$ cat src/rtl/pm_pkg.sv
`timescale 1ns/1ps
package pm_pkg;
    localparam int PLL_CNT = 3;
    localparam int SRC_W   = 2;
    localparam logic [SRC_W-1:0] SRC_REF = 2'd3;

    typedef enum logic [1:0] {
        ST_RUN     = 2'd0,
        ST_OUT_OFF = 2'd1,
        ST_SHUT    = 2'd2,
        ST_RELOCK  = 2'd3
    } pm_state_t;
endpackage

$ cat src/rtl/pm_pin_sync.sv
`timescale 1ns/1ps
module pm_pin_sync #(
    parameter int   WIDTH     = 2,
    parameter logic RESET_VAL = 1'b1
) (
    input  logic             clk,
    input  logic             rst_n,
    input  logic [WIDTH-1:0] pin_async,
    output logic [WIDTH-1:0] pin_sync
);
    logic [WIDTH-1:0] stage1;

    always_ff @(posedge clk) begin
        if (!rst_n) begin
            stage1   <= {WIDTH{RESET_VAL}};
            pin_sync <= {WIDTH{RESET_VAL}};
        end else begin
            stage1   <= pin_async;
            pin_sync <= stage1;
        end
    end
endmodule

$ cat src/rtl/pm_lock_timer.sv
`timescale 1ns/1ps
module pm_lock_timer #(
    parameter int unsigned LOAD  = 50,
    parameter int          CNT_W = 6
) (
    input  logic clk,
    input  logic rst_n,
    input  logic en,
    input  logic tick,
    output logic locked
);
    localparam logic [CNT_W-1:0] LOAD_V = CNT_W'(LOAD);

    logic [CNT_W-1:0] remain;

    always_ff @(posedge clk) begin
        if (!rst_n) begin
            remain <= LOAD_V;
        end else if (!en) begin
            remain <= LOAD_V;
        end else if (tick && remain != '0) begin
            remain <= remain - 1'b1;
        end
    end

    assign locked = en && (remain == '0);

    // lock can only appear on the cycle after a timebase tick
    assert_lock_after_tick_R4: assert property (@(posedge clk) disable iff (!rst_n)
        $rose(locked) |-> $past(tick));

    // dropping the enable removes lock and restarts the wait
    assert_lock_drops_R4: assert property (@(posedge clk) disable iff (!rst_n)
        !en |=> !locked);
endmodule

$ cat src/rtl/pm_susp_mask.sv
`timescale 1ns/1ps
module pm_susp_mask
    import pm_pkg::*;
#(
    parameter int N_OUT = 6
) (
    input  logic [PLL_CNT-1:0]     pll_susp,
    input  logic [N_OUT-1:0]       out_susp,
    input  logic [N_OUT*SRC_W-1:0] out_src,
    output logic [N_OUT-1:0]       out_susp_fixed,
    output logic                   mask_error
);
    // index 3 (reference) is never suspended through a PLL
    logic [PLL_CNT:0] parent_off;
    logic [N_OUT-1:0] forced;

    assign parent_off = {1'b0, pll_susp};

    for (genvar i = 0; i < N_OUT; i++) begin : g_fix
        logic [SRC_W-1:0] src;
        assign src            = out_src[SRC_W*i +: SRC_W];
        assign forced[i]      = parent_off[src] && !out_susp[i];
        assign out_susp_fixed[i] = out_susp[i] || parent_off[src];
    end

    assign mask_error = |forced;
endmodule

$ cat src/rtl/clk_pwr_ctrl.sv
`timescale 1ns/1ps
module clk_pwr_ctrl
    import pm_pkg::*;
#(
    parameter int          N_OUT     = 6,
    parameter int unsigned LOCK_CPU  = 50,
    parameter int unsigned LOCK_UTIL = 1,
    parameter int unsigned LOCK_SYS  = 1
) (
    input  logic                   clk,
    input  logic                   rst_n,
    input  logic                   tick,
    input  logic                   shut_oe_n,
    input  logic                   susp_sel_n,
    input  logic                   cfg_full_shut,
    input  logic                   cfg_pin_suspend,
    input  logic [2:0]             cfg_pll_susp,
    input  logic [N_OUT-1:0]       cfg_out_susp,
    input  logic [2*N_OUT-1:0]     cfg_out_src,
    output logic [N_OUT-1:0]       out_en,
    output logic [2:0]             pll_en,
    output logic                   osc_en,
    output logic [2:0]             lock_ok,
    output logic                   cpu_sel2,
    output logic                   cfg_error
);
    localparam int unsigned LOCK_MAX_A = (LOCK_CPU > LOCK_UTIL) ? LOCK_CPU : LOCK_UTIL;
    localparam int unsigned LOCK_MAX   = (LOCK_MAX_A > LOCK_SYS) ? LOCK_MAX_A : LOCK_SYS;
    localparam int          CNT_W      = $clog2(LOCK_MAX + 1);

    // ---------------- pin synchronizer ----------------
    logic [1:0] pins_sync;
    logic       shut_lo;
    logic       susp_pin_lo;

    pm_pin_sync #(.WIDTH(2), .RESET_VAL(1'b1)) u_sync (
        .clk       (clk),
        .rst_n     (rst_n),
        .pin_async ({susp_sel_n, shut_oe_n}),
        .pin_sync  (pins_sync)
    );

    assign shut_lo     = !pins_sync[0];
    assign susp_pin_lo = !pins_sync[1];

    // ---------------- suspend mask repair ----------------
    logic [N_OUT-1:0] out_susp_eff;

    pm_susp_mask #(.N_OUT(N_OUT)) u_mask (
        .pll_susp       (cfg_pll_susp),
        .out_susp       (cfg_out_susp),
        .out_src        (cfg_out_src),
        .out_susp_fixed (out_susp_eff),
        .mask_error     (cfg_error)
    );

    // ---------------- lock timers ----------------
    for (genvar p = 0; p < PLL_CNT; p++) begin : g_lock
        localparam int unsigned LP = (p == 0) ? LOCK_CPU :
                                     (p == 1) ? LOCK_UTIL : LOCK_SYS;
        pm_lock_timer #(.LOAD(LP), .CNT_W(CNT_W)) u_timer (
            .clk    (clk),
            .rst_n  (rst_n),
            .en     (pll_en[p]),
            .tick   (tick),
            .locked (lock_ok[p])
        );
    end

    // ---------------- state machine ----------------
    pm_state_t state, state_nx;
    logic      all_locked;

    assign all_locked = &(lock_ok | ~pll_en);

    always_ff @(posedge clk) begin
        if (!rst_n) state <= ST_RUN;
        else        state <= state_nx;
    end

    always_comb begin
        state_nx = state;
        unique case (state)
            ST_RUN: begin
                if (shut_lo) state_nx = cfg_full_shut ? ST_SHUT : ST_OUT_OFF;
            end
            ST_OUT_OFF: begin
                if (!shut_lo)          state_nx = ST_RUN;
                else if (cfg_full_shut) state_nx = ST_SHUT;
            end
            ST_SHUT: begin
                if (!shut_lo) state_nx = ST_RELOCK;
            end
            ST_RELOCK: begin
                if (shut_lo)         state_nx = cfg_full_shut ? ST_SHUT : ST_OUT_OFF;
                else if (all_locked) state_nx = ST_RUN;
            end
        endcase
    end

    // ---------------- outputs ----------------
    logic             susp_act;
    logic             sources_on;
    logic             drive_on;
    logic [PLL_CNT:0] src_ready;

    assign src_ready = {1'b1, lock_ok};

    always_comb begin
        susp_act   = cfg_pin_suspend && susp_pin_lo;
        sources_on = (state != ST_SHUT);
        drive_on   = (state == ST_RUN) || (state == ST_RELOCK);
        osc_en     = sources_on;
        cpu_sel2   = cfg_pin_suspend ? 1'b0 : pins_sync[1];
        for (int p = 0; p < PLL_CNT; p++) begin
            pll_en[p] = sources_on && !(susp_act && cfg_pll_susp[p]);
        end
        for (int i = 0; i < N_OUT; i++) begin
            out_en[i] = drive_on && !(susp_act && out_susp_eff[i]) &&
                        src_ready[cfg_out_src[SRC_W*i +: SRC_W]];
        end
    end

    // ---------------- assertions ----------------
    logic [PLL_CNT:0] src_running;
    assign src_running = {osc_en, pll_en};

    for (genvar i = 0; i < N_OUT; i++) begin : g_chk
        // an enabled output never has a stopped parent source
        assert_out_parent_on_R6: assert property (@(posedge clk) disable iff (!rst_n)
            out_en[i] |-> src_running[cfg_out_src[SRC_W*i +: SRC_W]]);
        // an enabled PLL-derived output always has a locked parent
        assert_out_parent_locked_R3: assert property (@(posedge clk) disable iff (!rst_n)
            (out_en[i] && cfg_out_src[SRC_W*i +: SRC_W] != SRC_REF) |->
                lock_ok[cfg_out_src[SRC_W*i +: SRC_W]]);
    end

    // with the oscillator off, no PLL runs and no output drives
    assert_osc_off_all_off_R2: assert property (@(posedge clk) disable iff (!rst_n)
        !osc_en |-> (pll_en == '0 && out_en == '0));
endmodule

$ cat config.mk
export PLATFORM = sky130hd
export DESIGN_NAME = clk_pwr_ctrl
export DESIGN_NICKNAME = d
export VERILOG_FILES = /design/src/rtl/pm_pkg.sv /design/src/rtl/pm_pin_sync.sv /design/src/rtl/pm_lock_timer.sv /design/src/rtl/pm_susp_mask.sv /design/src/rtl/clk_pwr_ctrl.sv
export SDC_FILE = /design/constraint.sdc
export NUM_CORES = 1
export LEC_CHECK = 0
export BUFFER_PORTS_ARGS = -buffer_cell sky130_fd_sc_hd__buf_2
export CAP_MARGIN = 20
export CORE_ASPECT_RATIO = 0.7
export CORE_MARGIN = 3
export CORE_UTILIZATION = 48
export CTS_CLUSTER_DIAMETER = 30
export DETAILED_ROUTE_END_ITERATION = 12
export PLACE_DENSITY = 0.76
export SETUP_SLACK_MARGIN = 0.4
export SYNTH_ARGS = -nofsm -noshare
export SYNTH_HDL_FRONTEND = slang
export SYNTH_SLANG_ARGS = --single-unit
$ cat constraint.sdc
create_clock -name clk -period 1.85 [get_ports clk]
set_input_delay 0.37 -clock clk [delete_from_list [all_inputs] [get_ports clk]]
set_output_delay 0.37 -clock clk [all_outputs]
set_load 0.02 [all_outputs]
======== Yosys cells after proc, flatten, opt, wreduce, memory -nomap -nowiden ========
Cells that the tools add are included.
word-level totals
  register bits ........................... 24
  input port bits ......................... 28
  output and inout port bits .............. 15
  logic and storage cells ................. 131
cells by class
  add/subtract/negate cells ............... 3
  $lt $le $gt $ge ......................... 6
  equality and inequality tests ........... 8
  muxes and demuxes ....................... 33
  bitwise gates (word level) .............. 2
  reductions and logical operators ........ 73
operators with widths
  operator               count
  $logic_and A1 B1 Y1    37
  $bmux W1 S2            12
  $logic_not A6 Y1       3
  $lt A2 B3 Y1 const B   6
  $reduce_bool A6 Y1     3
  $sub A6 B1 Y6 const B  3
  $logic_not A1 Y1       16
  $mux W2                7
  $mux W1                13
  $pmux W2 S4            1
  $logic_or A1 B1 Y1     7
  $reduce_and A2 Y1      3
  $reduce_or A6 Y1       1
  $eq A2 B2 Y1 const B   2
  $ne A2 B2 Y1 const B   2
  $reduce_and A4 Y1      1
  $ne A3 B2 Y1 const B   1
  $ne A3 B3 Y1 const B   1
  $not A3 Y3             1
  $or A3 B3 Y3           1
  $reduce_and A3 Y1      1
  $eq A2 B1 Y1 const B   1
  $logic_not A2 Y1       1
  $ne A2 B1 Y1 const B   1

======== Logic depth before layout (Yosys ltp) ========
Gate-level depths: netlist of the first run.
  depth in word-level cells ............... 11
  mapped depth ............................ 7
  mapped depth without buffers ............ 7

======== Hierarchy ========
From an unflattened synthesis of the first run, not the netlist that was laid out.
second synthesis, totals
  cells, all modules ...................... 228
  area, all modules ....................... 1826.8 µm²
modules (own cells, without submodules)
  module                                  instances  cells an instance  area each (µm²)  seq. area each (µm²)
  pm_lock_timer at g_lock[1].u_timer ...  2          38                 326.6            120.1
  clk_pwr_ctrl                            1          70                 496.7            40.0
  pm_lock_timer at g_lock[0].u_timer      1          38                 330.3            120.1
  pm_susp_mask                            1          36                 241.5            0.0
  pm_pin_sync                             1          8                  105.1            80.1

======== Least setup slack after synthesis of the first run ========
Ideal clock, no wire load.
  path type ............................... register to output
  from .................................... register g_lock[2].u_timer.remain[2]
  to ...................................... output port out_en[0]
  arrival time ............................ 1.668 ns
  slack ................................... -0.188 ns
  cell stages (with the launch flop) ...... 6
  path buffers ............................ 0
  cell sequence ........................... dfxtp_1 or3_4 or2_4 a211oi_4 and2_1 o311a_1
between the ends
  word-level cells in the longest chain between the ends .. 5
RTL lines
  element                             line                 RTL
  start: declaration                  pm_lock_timer.sv:14  logic [CNT_W-1:0] remain;
  start signal: assignment            pm_lock_timer.sv:22  remain <= remain - 1'b1;
  $logic_not A6 Y1                    pm_lock_timer.sv:26  assign locked = en && (remain == '0);
  $logic_and A1 B1 Y1                 pm_lock_timer.sv:26
  named net g_lock[2].u_timer.locked  pm_lock_timer.sv:10  output logic locked
  $bmux W1 S2                         clk_pwr_ctrl.sv:120  src_ready[cfg_out_src[SRC_W*i +: SRC_W]];
  $mux W1 (implied by the code)       clk_pwr_ctrl.sv:120
  $logic_and A1 B1 Y1                 clk_pwr_ctrl.sv:119  out_en[i] = drive_on && !(susp_act && out_susp_eff[i]) &&
  end: declaration                    clk_pwr_ctrl.sv:20   output logic [N_OUT-1:0] out_en,
The timed path passes the listed nets, and every way through them passes these cells. The select of a mux whose other input is x is not followed.

======== Worst setup path after layout of the first run ========
  from .................................... register g_lock[2].u_timer.remain[3]
  to ...................................... output port out_en[0]
between the ends
  word-level cells in the longest chain between the ends .. 5
RTL lines
  element                        line
  $logic_not A6 Y1               pm_lock_timer.sv:26
  $logic_and A1 B1 Y1            pm_lock_timer.sv:26
  $bmux W1 S2                    clk_pwr_ctrl.sv:120
  $mux W1 (implied by the code)  clk_pwr_ctrl.sv:120
  $logic_and A1 B1 Y1            clk_pwr_ctrl.sv:119
Every way passes these cells. The select of a mux whose other input is x is not followed.

==> results.json, run 1 <==
{
  "outcome": "finished with violations",
  "violations": "negative setup slack",
  "die_area_um2": 4300,
  "tightestPinTransition_ns": 0.462,
  "hpwl_um": 3580,
  "ys_top_cells_by_area": "dfxtp_1 (28%), ha_1 (7.4%), xor2_1 (5.7%)",
  "slew_headroom_pct": 69.0,
  "grt_pass1_wl_um": 9640,
  "final_area_um2": 2880,
  "drtIter0Drc": 249,
  "synth_edf_count": 0,
  "tns_ns": -4.24,
  "path_max_fanout": 4,
  "holdCritStartpoint": "susp_sel_n",
  "clock_sinks": 24,
  "firstDrtPassIters": 5,
  "max_cap_violations": 0,
  "ys_seq_elements": 24,
  "grt_max_degree": 17,
  "gp_congestion": 0.922,
  "worst_ep_required_time_ns": 1.48,
  "post_drt_wl_per_cell_um": 22.0,
  "ctsHoldBuffers": 0,
  "synth_xor_area_share_pct": 7.73,
  "fin_crit_ns": 2.46,
  "critPathLaunch": "g_lock[2].u_timer.remain[3]",
  "synth.mux.area_fraction_pct": 5.30,
  "synth-simple-area-share_pct": 24.7,
  "h-tree-depth": 1,
  "start_util_pct": 51.9,
  "synthesis.area_um2": 1700,
  "grt_pass1_vias": 1943,
  "n_fill_cell": 152,
  "die_height_um": 55.8,
  "synth_flop_cell": "dfxtp_1",
  "cts_tree": "yes",
  "max_freq_mhz": 406,
  "overflow": 0,
  "worst_slack_ns": -0.612,
  "post-route-period-util_pct": 133,
  "dp_cells": 329,
  "antenna_found_initial": 0,
  "holdWs_ns": 0.268,
  "cts_buffers": 3,
  "power_mw": 2.93,
  "ant_nets": 0,
  "cp-start-kind": "register",
  "finish.utilization_pct": 87.8,
  "power_density_nw_per_um2": 1020,
  "slew_viol_final": 0,
  "syn_to_final_growth_pct": 69.2,
  "cp.arrival_ns": 2.09,
  "synth_area_per_cell_um2": 7.79,
  "yosys.area.top_type_share_pct": 28.3,
  "clock_latency_ns": 0.28,
  "fin_cells": 354,
  "ys_warn_count": 0,
  "drc_errors": 0,
  "r2r_slack_ns": -0.10,
  "clkTransAtPathRegs_ns": 0.09,
  "leakage_nw": 1.25,
  "clockBufferDepth": 2,
  "io_pins": 43,
  "synthAdderAreaFrac_pct": 7.36,
  "synth.largest_area_cell": "dfxtp_1",
  "hold_path.class": "in -> reg",
  "num_antenna_cells": 0,
  "synth_top_family_by_area": "simple AND/OR/NAND/NOR gates",
  "grt_setup_unrepaired": "yes",
  "fin_skew_ns": 0.00480,
  "vias": 2182,
  "synthArstFlopShare_pct": 0,
  "syn_nets": 256,
  "syn-instance-count": 218,
  "fin_nets": 347,
  "place_area_um2": 2240,
  "vdd_ir_drop_max_v": 0.000569,
  "drive_gt1_share_pct": 54.1,
  "synth_common_cells": "dfxtp_1 (24), nor2_1 (24), inv_1 (19)",
  "finalHoldViolCount": 0,
  "r2r_start": "g_lock[2].u_timer.remain[3]",
  "synth_compound_area_share_pct": 19.1,
  "die_w_um": 77.1,
  "fp-row-count": 17,
  "seq_area_frac_synth_pct": 28.3,
  "ys_types": 33,
  "viasPerCell": 6.16,
  "worst_setup_path_end_kind": "output port",
  "core-area_um2": 3280,
  "cts-root-buf": "clkbuf_8",
  "crit_type": "reg -> out",
  "multi_input_comb_area_um2": 1430,
  "port_buffers": 42,
  "regArea_um2": 498,
  "dp_slack_ns": -0.366,
  "setup_viol": 10,
  "grtUsageTotal_pct": 28.2,
  "drt-total-wl_um": 7800
}
[what timing repair did]
| item | CTS | global route |
|---|---|---|
| buffers inserted | 13 | 9 |
| pin swaps | 16 | 25 |
| endpoints found under the setup margin | 26 | 32 |
| resized for setup | 68 | 51 |
| hold endpoints to repair | 0 | 0 |
[routing by layer]
layer | up-vias | part of all wire (%) | global-route usage, %
li1 | 917 | - | -
met1 | 992 | 36 | 37.3
met2 | 191 | 43 | 47.1
met3 | 82 | 12 | 5.02
met4 | 0 | 9.0 | 8.12
met5 | - | 0 | 0
[worst max-delay path: stages (launching register included)]
cell and delay, ns:
dfxtp_2 0.34, or3_4 0.37, or2_4 0.26, a211oi_4 0.26, buf_6 0.16, and2_4 0.15
o311a_4 0.17, buf_6 0.11
[state kept, by name, indices dropped and copies added (netlist names)]
register and flops:
g_lock.u_timer.remain 18, state 2, u_sync.pin_sync 2, u_sync.stage1 2
[final timing paths]
check                                                    to  depth (start not counted)
worst max-delay path                              out_en[0]                          7
worst min-delay path                       u_sync.stage1[1]                          2
worst max register to register  g_lock[2].u_timer.remain[5]                          7
worst min register to register           u_sync.pin_sync[0]                          1
[cell families (layout without fill, tap and decap cells)]
| logic type | after synthesis | after routing |
|---|---|---|
| and+or+nand+nor | 84 | 84 |
| AOI/OAI and AO/OA | 48 | 48 |
| buffers and inverters | 28 | 117 |
| DFF | 24 | 24 |
| xor gates and xnor gates | 15 | 15 |
| adders and majority gates | 10 | 10 |
| muxes | 9 | 9 |
[cell type report]
| type | count | share of cell area [%] |
|---|---|---|
| inverter | 19 | 2.65 |
| timing repair buffer | 95 | 26.9 |
| tap | 47 | 2.05 |
| multi-input combinational | 166 | 49.7 |
| sequential | 24 | 17.3 |
| clock buffer | 3 | 1.44 |
[placed cells by master (no fill, tap or decap), drive strengths merged, types with 3 or more instances in the layout]
master,count
a21oi,13
nor2b,8
nand3,10
o311a,6
mux2i,9
and2,6
inv,19
o21ai,16
xor2,11
nor2,24
dfxtp,24
nand4,3
buf,95
a22oi,4
xnor2,4
nor3,3
nand2b,9
nand2,17
ha,10
clkbuf,3
[where the power goes]
part	internal, mW	switching (mW)
clock	0.146	0.179
combinational	0.956	0.965
sequential	0.610	0.0786
total	1.71	1.22
No activity file was read; power rests on OpenSTA's default activity.
==> run 2: changes to the inputs <==
--- a/config.mk
+++ b/config.mk
@@ -12,8 +12,8 @@
 export CORE_UTILIZATION = 48
 export CTS_CLUSTER_DIAMETER = 30
 export DETAILED_ROUTE_END_ITERATION = 12
+export MAX_ROUTING_LAYER = met4
 export PLACE_DENSITY = 0.76
-export SETUP_SLACK_MARGIN = 0.4
 export SYNTH_ARGS = -nofsm -noshare
 export SYNTH_HDL_FRONTEND = slang
 export SYNTH_SLANG_ARGS = --single-unit
==> results.json, run 2 (synthesis results as in run 1) <==
{
  "vias": 1824,
  "clockBufferDepth": 2,
  "grt_max_degree": 17,
  "slew_viol_final": 0,
  "die_area_um2": 4300,
  "crit_cells": 7,
  "r2r_slack_ns": 0.05,
  "cts-root-buf": "clkbuf_8",
  "reg2reg_depth": 5,
  "outcome": "finished with violations",
  "clkTransAtPathRegs_ns": 0.09,
  "fin_cells": 344,
  "fp-row-count": 17,
  "hold_end": "u_sync.stage1[0]",
  "start_util_pct": 51.9,
  "crit_type": "reg -> out",
  "max_cap_violations": 0,
  "cts_tree": "yes",
  "path_max_fanout": 3,
  "finish.utilization_pct": 77.5,
  "antenna_found_initial": 0,
  "overflow": 0,
  "ant_nets": 0,
  "core-area_um2": 3280,
  "h-tree-depth": 1,
  "drt-total-wl_um": 4930,
  "num_antenna_cells": 0,
  "port_buffers": 42,
  "grt_pass1_vias": 1712,
  "cp.arrival_ns": 1.97,
  "critical_path.top_delay_family": "simple AND/OR/NAND/NOR gates",
  "dp_cells": 336,
  "worst_ep_required_time_ns": 1.48,
  "holdCritStartpoint": "shut_oe_n",
  "drtIter0Drc": 107,
  "grt_setup_unrepaired": "yes",
  "io_pins": 43,
  "finalHoldViolCount": 0,
  "cpMostUsedCell": "buf_6",
  "drc_errors": 0,
  "hpwl_um": 3440,
  "viasPerCell": 5.30,
  "grtUsageTotal_pct": 22.3,
  "gp_congestion": 0.895,
  "holdPathStages": 2,
  "power_density_nw_per_um2": 1010,
  "cp-start-kind": "register",
  "setup_viol": 7,
  "critPathMaxStageDelay_ns": 0.37,
  "grt_pass1_wl_um": 7660,
  "tightestPinTransition_ns": 0.344,
  "clock_sinks": 24,
  "post_drt_wl_per_cell_um": 14.3,
  "worst_slack_ns": -0.492,
  "most-common-layout-cells": "buf_4 (40), buf_2 (30), nor2_1 (24)",
  "r2r_start": "g_lock[2].u_timer.remain[3]",
  "top_register": "g_lock.u_timer.remain",
  "dp_slack_ns": -0.393,
  "die_w_um": 77.1,
  "largest_reg_flops": 18,
  "final_common_cell": "buf_4",
  "violations": "negative setup slack",
  "leakage_nw": 1.16,
  "hold_path.class": "in -> reg",
  "post-route-period-util_pct": 127,
  "clock_latency_ns": 0.27,
  "crit_chain": "or3_4, or2_4, a211oi_4, buf_6, and2_4, o311a_4, buf_6",
  "path_buf_inv": 2,
  "r2r_end": "g_lock[2].u_timer.remain[5]",
  "firstDrtPassIters": 4,
  "cp_slowest_cell": "or3_4",
  "cts_buffers": 3,
  "n_fill_cell": 224,
  "max_freq_mhz": 427,
  "drive_gt1_share_pct": 40.1,
  "die_height_um": 55.8,
  "fin_skew_ns": 0.0113,
  "fin_nets": 336,
  "slew_headroom_pct": 76.8,
  "syn_to_final_growth_pct": 49.3,
  "vdd_ir_drop_max_v": 0.000609,
  "fin_crit_ns": 2.34,
  "worst_setup_path_end_kind": "output port"
}
## run 2: metal layers
layer | share of wire, % | track usage [%] | vias to the layer above
met1 | 46 | 30.3 | 858
met2 | 48 | 36.0 | 52
li1 | - | - | 908
met5 | 0 | - | -
met3 | 5.2 | 4.21 | 6
met4 | 0.87 | 1.78 | 0
## run 2: what timing repair did
action                                  CTS  global route
hold buffers                              0             0
setup buffers                             2             2
pin swaps                                 2             5
endpoints found under the setup margin   13            13
resized for setup                        21            29
## run 2: worst max-delay path by stage
stage / start / endpoint / slack, ns
floorplan: g_lock[2].u_timer.remain[4] / out_en[0] / -0.03
global placement: cfg_pin_suspend / out_en[0] / -0.36
detailed placement: cfg_pin_suspend / out_en[4] / -0.39
CTS: g_lock[2].u_timer.remain[4] / out_en[4] / -0.51
global route: g_lock[2].u_timer.remain[4] / out_en[1] / -0.54
finish: g_lock[2].u_timer.remain[3] / out_en[4] / -0.49
## run 2: per-stage QoR
stage	hold WS [ns]	area, um2	setup TNS [ns]	power (mW)
2_1_floorplan	0.386	1790	-0.182	1.45
3_3_place_gp	0.391	2280	-2.70	1.85
3_5_place_dp	0.400	2280	-2.96	1.87
4_1_cts	0.271	2430	-3.33	2.43
5_1_grt	0.281	2540	-3.62	2.72
6_report	0.272	2540	-3.24	2.56
## run 2: cell type report
| type | instances | area [um2] | area share [%] |
|---|---|---|---|
| clock inverters | 1 | 30.0 | 1.18 |
| clock buffers | 3 | 41.3 | 1.63 |
| multi-input cells | 166 | 1240 | 49.0 |
| flip-flops and latches | 24 | 485 | 19.1 |
| repair buffers | 84 | 604 | 23.8 |
| inverters | 19 | 73.8 | 2.91 |
| well taps | 47 | 58.8 | 2.32 |
## run 2: worst register-to-register path, cell delays in order (launching register included)
cell and delay (ns):
dfxtp_2 0.33, or3_4 0.37, buf_4 0.15, or4_2 0.63, xor2_1 0.16, nor2_1 0.06
## run 2: power breakdown
part           switching [mW]  internal (mW)  total [mW]
Combinational           0.704          0.737        1.44
Sequential             0.0577          0.599       0.657
Clock                   0.168          0.289       0.457
==> run 3: changes to the inputs <==
--- a/config.mk
+++ b/config.mk
@@ -14,6 +14,7 @@
 export DETAILED_ROUTE_END_ITERATION = 12
 export MAX_ROUTING_LAYER = met4
 export PLACE_DENSITY = 0.76
+export SETUP_SLACK_MARGIN = 0.15
 export SYNTH_ARGS = -nofsm -noshare
 export SYNTH_HDL_FRONTEND = slang
 export SYNTH_SLANG_ARGS = --single-unit
==> results.json, run 3 (synthesis results as in run 1) <==
{
  "outcome": "finished with violations",
  "violations": "negative setup slack",
  "worst_ep_required_time_ns": 1.48,
  "gp_congestion": 0.895,
  "cts_buffers": 3,
  "path_max_fanout": 3,
  "syn_to_final_growth_pct": 59.1,
  "grt_pass1_vias": 1922,
  "top_register": "g_lock.u_timer.remain",
  "final_common_cell": "buf_4",
  "max_freq_mhz": 429,
  "drive_gt1_share_pct": 44.5,
  "tightestPinTransition_ns": 0.314,
  "grt_pass1_wl_um": 8910,
  "drt-total-wl_um": 5930,
  "slew_viol_final": 0,
  "drc_errors": 0,
  "sw_frac_of_total_pct": 37.4,
  "die_area_um2": 4300,
  "clock_sinks": 24,
  "tns_ns": -3.18,
  "h-tree-depth": 1,
  "clkTransAtPathRegs_ns": 0.09,
  "cts-root-buf": "clkbuf_8",
  "die_height_um": 55.8,
  "start_util_pct": 51.9,
  "antenna_found_initial": 0,
  "crit_type": "reg -> out",
  "max_cap_violations": 0,
  "post-route-period-util_pct": 126,
  "cts_tree": "yes",
  "vias": 1922,
  "fin_nets": 338,
  "p_int_mw": 1.70,
  "clkPwrFrac_pct": 17.1,
  "ant_nets": 0,
  "largest_reg_flops": 18,
  "fin_cells": 346,
  "power_density_nw_per_um2": 1010,
  "port_buffers": 42,
  "cp.arrival_ns": 1.96,
  "overflow": 0,
  "post_drt_wl_per_cell_um": 17.1,
  "clock_latency_ns": 0.27,
  "worst_setup_path_end_kind": "output port",
  "hold_path.class": "in -> reg",
  "firstDrtPassIters": 4,
  "fin_crit_ns": 2.33,
  "grt_max_degree": 17,
  "dp_cells": 336,
  "io_pins": 43,
  "pwr-share-seq_pct": 24.4,
  "viasPerCell": 5.55,
  "setup_viol": 7,
  "num_antenna_cells": 0,
  "die_w_um": 77.1,
  "leakage_nw": 1.22,
  "most-common-layout-cells": "buf_4 (38), nor2_1 (24), buf_2 (23), buf_6 (23), dfxtp_1 (18)",
  "grtUsageTotal_pct": 26.3,
  "grt_setup_unrepaired": "yes",
  "switching_power_mw": 1.02,
  "fp-row-count": 17,
  "worst_slack_ns": -0.482,
  "finalHoldViolCount": 0,
  "core-area_um2": 3280,
  "p_comb_share_pct": 58.5,
  "hpwl_um": 3440,
  "slew_headroom_pct": 79.0,
  "vdd_ir_drop_max_v": 0.000875,
  "fin_skew_ns": 0.00921,
  "clockBufferDepth": 2,
  "drtIter0Drc": 111,
  "cp-start-kind": "register"
}
## run 3: changes by cell type in the layout (fill, tap and decap cells not counted), sizes merged
| cell | previous run | this run |
|---|---|---|
| buf | 83 | 86 |
| clkbuf | 4 | 3 |
## run 3: final timing paths
kind	slack, ns	from	cells past startpoint	to
min	0.27	shut_oe_n	2	u_sync.stage1[0]
max reg2reg	0.17	g_lock[2].u_timer.remain[3]	6	state[1]
max	-0.48	g_lock[2].u_timer.remain[3]	7	out_en[1]
min reg2reg	0.42	u_sync.stage1[0]	1	u_sync.pin_sync[0]
## run 3: critical path, cell delays in order (launching register included)
cell      delay [ns]
dfxtp_2         0.34
or3_4           0.36
or2_4           0.25
a211oi_4        0.20
buf_6           0.14
and2_1          0.13
o311a_4         0.16
buf_6           0.11
## run 3: metal layers
metal	global-route usage (%)	up-vias	part of all wire [%]
met2	42.9	90	49
li1	-	906	-
met3	6.15	17	7.9
met5	-	-	0
met4	8.12	0	2.6
met1	32.5	909	41
## run 3: metrics by stage
stage | hold WS (ns) | instance area (um2) | setup WS [ns] | power, mW | util (%)
global placement | 0.391 | 2280 | -0.356 | 1.85 | 69.6
finish | 0.269 | 2700 | -0.482 | 2.72 | 82.5
global route | 0.280 | 2700 | -0.541 | 2.87 | 82.5
CTS | 0.271 | 2550 | -0.514 | 2.52 | 78.0
floorplan | 0.386 | 1790 | -0.0303 | 1.45 | -
detailed placement | 0.400 | 2280 | -0.393 | 1.87 | 69.6
## run 3: what timing repair did
action                                  in CTS  in global routing
setup buffers                                3                  3
gates cloned                                 0                  0
hold buffers                                 0                  0
pin swaps                                    7                 11
endpoints found under the setup margin      19                 19
gates resized for setup                     55                 35
## run 3: layout make-up
cell class              instances  area, um2
flip-flops and latches         24        488
fillers                       180        573
inverters                      19       73.8
multi-input cells             166       1310
repair buffers                 86        699
clock inverters                 1       30.0
well taps                      47       58.8
clock buffers                   3       41.3
## run 3: power by group through the flow
stage	combinational [mW]	clock, mW	sequential [mW]
after floorplan	0.791	0	0.660
after global placement	1.19	0	0.655
after detailed placement	1.21	0	0.655
after CTS	1.40	0.465	0.652
after global routing	1.70	0.491	0.675
final	1.59	0.465	0.665
